$ cat config.mk
export PLATFORM = sky130hd
export DESIGN_NAME = sdc_onthefly_conv
export DESIGN_NICKNAME = d
export VERILOG_FILES = /design/src/rtl/sdc_pkg.sv /design/src/rtl/sdc_digit_decode.sv /design/src/rtl/sdc_append_reg.sv /design/src/rtl/sdc_result_sel.sv /design/src/rtl/sdc_onthefly_conv.sv
export SDC_FILE = /design/constraint.sdc
export NUM_CORES = 1
export LEC_CHECK = 0
export ABC_AREA = 1
export CAP_MARGIN = 20
export CORE_UTILIZATION = 55
export DETAILED_ROUTE_END_ITERATION = 6
export DONT_BUFFER_PORTS = 1
export PLACE_DENSITY = 0.74
export REMOVE_ABC_BUFFERS = 1
export SYNTH_ARGS = -nofsm -noshare
export SYNTH_HDL_FRONTEND = slang
export SYNTH_SLANG_ARGS = --single-unit
$ cat constraint.sdc
create_clock -name clk -period 2.15 [get_ports clk]
set_input_delay 0.1075 -clock clk [delete_from_list [all_inputs] [get_ports clk]]
set_output_delay 0.1075 -clock clk [all_outputs]
set_load 0.05 [all_outputs]
$ cat src/rtl/sdc_pkg.sv
package sdc_pkg;

    typedef enum logic [1:0] {
        DIG_ZERO = 2'b00,
        DIG_PLUS = 2'b01,
        DIG_MINUS = 2'b10
    } sd_digit_e;

    typedef struct packed {
        logic plus;
        logic minus;
    } bs_pair_t;

    typedef enum logic [1:0] {
        ACT_HOLD  = 2'b00,
        ACT_CLEAR = 2'b01,
        ACT_SHIFT = 2'b10
    } reg_action_e;

    function automatic sd_digit_e bs_decode(input bs_pair_t p);
        sd_digit_e d;
        case ({p.plus, p.minus})
            2'b10:   d = DIG_PLUS;
            2'b01:   d = DIG_MINUS;
            default: d = DIG_ZERO;
        endcase
        return d;
    endfunction

    function automatic reg_action_e pick_action(input logic rst,
                                                input logic clr,
                                                input logic take);
        reg_action_e a;
        if (rst || clr)
            a = ACT_CLEAR;
        else if (take)
            a = ACT_SHIFT;
        else
            a = ACT_HOLD;
        return a;
    endfunction

endpackage

$ cat src/rtl/sdc_digit_decode.sv
module sdc_digit_decode
    import sdc_pkg::*;
(
    input  logic        rst,
    input  logic        clr,
    input  logic        vld,
    input  logic        en,
    input  bs_pair_t    pair,
    output sd_digit_e   digit,
    output reg_action_e action
);

    always_comb begin
        digit  = bs_decode(pair);
        action = pick_action(rst, clr, vld && en);
    end

endmodule

$ cat src/rtl/sdc_append_reg.sv
module sdc_append_reg
    import sdc_pkg::*;
#(
    parameter int W = 8
) (
    input  logic           clk,
    input  reg_action_e    action,
    input  sd_digit_e      digit,
    output logic [W-1:0]   q,
    output logic [W-1:0]   qm
);

    localparam logic [W-1:0] ALL_ONES = {W{1'b1}};
    localparam logic [W-1:0] ZERO     = '0;

    logic [W-1:0] q_nxt;
    logic [W-1:0] qm_nxt;
    logic [W-2:0] q_low;
    logic [W-2:0] qm_low;

    assign q_low  = q[W-2:0];
    assign qm_low = qm[W-2:0];

    always_comb begin
        q_nxt  = q;
        qm_nxt = qm;
        unique case (action)
            ACT_CLEAR: begin
                q_nxt  = ZERO;
                qm_nxt = ALL_ONES;
            end
            ACT_SHIFT: begin
                unique case (digit)
                    DIG_PLUS: begin
                        q_nxt  = {q_low, 1'b1};
                        qm_nxt = {q_low, 1'b0};
                    end
                    DIG_MINUS: begin
                        q_nxt  = {qm_low, 1'b1};
                        qm_nxt = {qm_low, 1'b0};
                    end
                    default: begin
                        q_nxt  = {q_low, 1'b0};
                        qm_nxt = {qm_low, 1'b1};
                    end
                endcase
            end
            default: begin
                q_nxt  = q;
                qm_nxt = qm;
            end
        endcase
    end

    always_ff @(posedge clk) begin
        q  <= q_nxt;
        qm <= qm_nxt;
    end

endmodule

$ cat src/rtl/sdc_result_sel.sv
module sdc_result_sel #(
    parameter int W = 8
) (
    input  logic           use_dec,
    input  logic [W-1:0]   val,
    input  logic [W-1:0]   val_dec,
    output logic [W-1:0]   result
);

    for (genvar i = 0; i < W; i++) begin : g_bit
        assign result[i] = use_dec ? val_dec[i] : val[i];
    end

endmodule

$ cat src/rtl/sdc_onthefly_conv.sv
module sdc_onthefly_conv
    import sdc_pkg::*;
#(
    parameter int W = 8
) (
    input  logic           clk,
    input  logic           rst,
    input  logic           clr_i,
    input  logic           dig_vld_i,
    input  logic           shift_en_i,
    input  logic           dig_pos_i,
    input  logic           dig_neg_i,
    input  logic           neg_rem_i,
    output logic [W-1:0]   q_o,
    output logic [W-1:0]   qm_o,
    output logic [W-1:0]   root_o
);

    bs_pair_t    pair;
    sd_digit_e   digit;
    reg_action_e action;

    assign pair.plus  = dig_pos_i;
    assign pair.minus = dig_neg_i;

    sdc_digit_decode u_dec (
        .rst    (rst),
        .clr    (clr_i),
        .vld    (dig_vld_i),
        .en     (shift_en_i),
        .pair   (pair),
        .digit  (digit),
        .action (action)
    );

    sdc_append_reg #(.W(W)) u_regs (
        .clk    (clk),
        .action (action),
        .digit  (digit),
        .q      (q_o),
        .qm     (qm_o)
    );

    sdc_result_sel #(.W(W)) u_sel (
        .use_dec (neg_rem_i),
        .val     (q_o),
        .val_dec (qm_o),
        .result  (root_o)
    );

endmodule

Yosys cells after proc, flatten, opt, wreduce, memory -nomap -nowiden. Index checks and enable logic that the tools add are counted.

Flip-flop bits (word level): 16. Bits in latches: 0. RAM bits: 0. ROM bits: 0. Input port bits: 8. Output and inout bits: 24. Logic and storage cells: 26. Memories kept: 0.

Add/sub/neg operators: 0. Multipliers: 0. Div/mod/pow operators: 0. Magnitude comparators: 0. Eq/ne operators: 6. Shift-type cells: 0. Mux-type cells: 15. Bitwise gates (word level): 0. Reduce and logical (&&, ||, !) cells: 3.

Operators by type and width (number): one-hot mux 8 bit (2 select lines) (4); two-way mux 1 bit (8); == test 2 x 1 -> 1 bit (second input constant) (3); == test 2 bit (second input constant) (3); two-way mux 2 bit (2); one-hot mux 2 bit (2 select lines) (1); nonzero test 2 bit (1); logical AND 1 bit (1); logical OR 1 bit (1).

Logic depth before layout (Yosys ltp).
Depth in word-level cells: 5. Gate-level depth with buffers: 6. Depth with buffers taken out: 6.

Cells and area by module. From an unflattened synthesis, not the netlist that was laid out.

Cells, all modules: 121. Area, all modules: 1004.7 sq um.

Modules (own cells, without submodules): sdc_append_reg (instances 1, cells each 86, area each 860.8 sq um, sequential area each 480.5 sq um); sdc_result_sel (instances 1, cells each 26, area each 105.1 sq um, sequential area each 0.0 sq um); sdc_digit_decode (instances 1, cells each 9, area each 38.8 sq um, sequential area each 0.0 sq um).

Least setup slack after synthesis. OpenSTA, ideal clock, no wires.

Path kind: reg-to-reg. From: reg u_regs.qm[4]. To: reg u_regs.qm[5] (data pin). Library setup time: 0.271 ns. Arrival time: 0.922 ns. Data required time: 1.879 ns. Path slack: 0.957 ns. Stages on the path, launching flop included: 5. Buffers on the path: 0. Clock period less this slack: 1.193 ns. Path through: edfxtp_1 nand2_1 nand2_1 nand2_1 nand3_1.

Word-level cells in the longest chain between the ends: 2.

Ends and longest elaborated chain: start, declared (RTL line sdc_append_reg.sv:10) `output logic [W-1:0] qm`; start signal, assigned (RTL line sdc_append_reg.sv:57) `qm <= qm_nxt;`; one-hot mux 8 bit (2 select lines) (RTL line sdc_append_reg.sv:33) `unique case (digit)`; one-hot mux 8 bit (2 select lines) (RTL line sdc_append_reg.sv:27) `unique case (action)`.

No other way between the ends. A chain may end at the register's enable or synchronous reset.

Worst setup path in the final report.
From: reg u_regs.qm[4]. To: out root_o[4].

Word-level cells in the longest chain between the ends: 1.

Ends and longest elaborated chain: two-way mux 1 bit (RTL line sdc_result_sel.sv:11) `assign result[i] = use_dec ? val_dec[i] : val[i];`; end, declared (RTL line sdc_onthefly_conv.sv:16) `output logic [W-1:0] root_o`.

No other way between the ends.

==> results.cfg <==
[worst_setup_path]
crit_slowest_cell = edfxtp_1
crit_family = flip-flops
rrSetupSlack_ps = 850
cp.required_ps = 2040
cp_cell_sequence = mux2_2
start_kind = flop
crit_arrival_ps = 1440
critPathBufInv = 0
max_stage_delay_ps = 710
end_kind = output pin
cp_max_fo = 4
path_class = reg -> out

[sta]
max_slew_margin = 0.504
worst_slew_pin_slew_ps = 742
min_period_ps = 1550
finalWorstSetupSlack_ps = 603
slew_violations = 0
finalHoldViolCount = 0
finalSetupViolations = 0
rsz0062_at_grt = no
fmax_mhz = 646
setup_tns_ps = 0
skew_ps = 2.33
min_period_over_period = 0.720

[cts]
cts_root_buf = clkbuf_4
cts_setup_buffers = 0
cts_tree = done
cts_made_buffers = 3
cts_resized = 0
cts_buffer_depth = 2
clock_latency_ps = 280
cts-hold-fix-buffers = 0
cts.sinks = 16
path_clk_slew_ps = 90
htreeDepth = 1

[floorplan]
die_y_um = 42.8
num_rows = 14
dieArea_um2 = 1830
core_area_um2 = 1520
dieWidth_um = 42.8
start_util = 0.599
ioPinCount = 32

[yosys]
syn_inst = 96
synth_area_um2 = 913
synthDistinctLibCells = 14
synth_seq_cells = 16
syn-mean-instance-area_um2 = 9.51
yosys_warnings = 0
yosysSeqAreaShare = 0.526

[route]
post-route-drc-count = 0
antenna_left = 0
drt_iter0_drc = 18
via_count = 689
viasPerCell = 6.10
dr.pass1.iters = 4
routed.top_layer = met4
drt-met1-wl_um = 723
wl_um = 1670
wl_met3_um = 128
wire_per_inst_um = 14.8
wl_met2_um = 785

[final_layout]
diodes = 0
final_nets = 108
drive_above_1_share = 0.175
finish.utilization = 0.614
final_common_cell = nand2_1
syn_to_final_growth_pct = 2.47
final_cell_mix = nand2_1, edfxtp_1, nand3_1, mux2_2, a21oi_1

[power]
p_per_area_nw_per_um2 = 733
leakage_nw = 0.365
vdd_ir_drop_max_mv = 0.433

[place]
place_congestion = 0.790
hpwl_um = 1190
pre_cts_slack_ps = 789
portBuffers = 0

[status]
status = completed

[global_routing]
grt.overflow.total = 0
grt_pass1_wl_um = 2570
antenna_found_initial = 0
grt_max_degree = 17
grt_pass1_vias = 596
grt.total_usage = 0.192

[min_path]
hold_class = in -> reg

[job]
drv_cap = 0
state kept, by name, indices dropped and copies added (netlist names):
register   count
u_regs.qm      8
u_regs.q       8
layout make-up:
cell class | count | area, µm²
Clock buffer | 3 | 22.5
Clock inverter | 1 | 3.75
Fill cell | 131 | 588
Inverter | 6 | 22.5
Multi-Input combinational cell | 71 | 387
Sequential cell | 16 | 480
Tap cell | 16 | 20.0
stage by stage:
stage / instance area (µm²) / power (mW) / cells / hold WS, ps
final: 936 / 0.686 / 113 / 33.9
after global placement: 910 / 0.536 / 109 / 320
after CTS: 936 / 0.693 / 113 / 27.6
after detailed placement: 910 / 0.538 / 109 / 322
after global routing: 936 / 0.711 / 113 / 27.6
after floorplan: 890 / 0.523 / 93 / 300
layer usage:
metal | up-vias | global-route usage
met3 | 4 | 0.0426
met1 | 327 | 0.251
met4 | 0 | 0.0938
met2 | 31 | 0.300
met5 | - | 0
li1 | 327 | -
worst paths after layout:
| check | startpoint | end | cells after the start |
|---|---|---|---|
| setup / recovery | u_regs.qm[4] | root_o[4] | 1 |
| hold / removal | clr_i | u_regs.qm[2] | 2 |
| setup reg to reg | u_regs.qm[4] | u_regs.qm[5] | 4 |
| hold reg to reg | u_regs.qm[2] | u_regs.qm[3] | 2 |
Yosys cell counts:
cell	number	area, µm²
buf_6	1	11.3
mux2_2	8	90.1
nor2_2	1	6.26
nand4_2	1	12.5
inv_1	3	11.3
edfxtp_1	16	480
inv_2	3	11.3
a21oi_1	7	35.0
buf_4	1	7.51
nand3_1	8	40.0
ha_1	2	25.0
nand2_1	43	161
nor3_4	1	16.3
buf_2	1	5.00
logic make-up after synthesis:
group,count (synthesis),synth area share
adder cells (fa/ha/maj),2,0.0274
AND/OR/NAND/NOR,54,0.259
buffers and inverters,9,0.0507
multiplexers,8,0.0986
flip-flops,16,0.526
AO/OA/AOI/OAI,7,0.0384
where the power goes:
group / internal, mW / switching (mW) / leakage, nW
clock network: 0.0672 / 0.0878 / 0.0154
logic: 0.0287 / 0.0897 / 0.195
registers: 0.357 / 0.0563 / 0.154
Power figures use the tool's default switching activity.
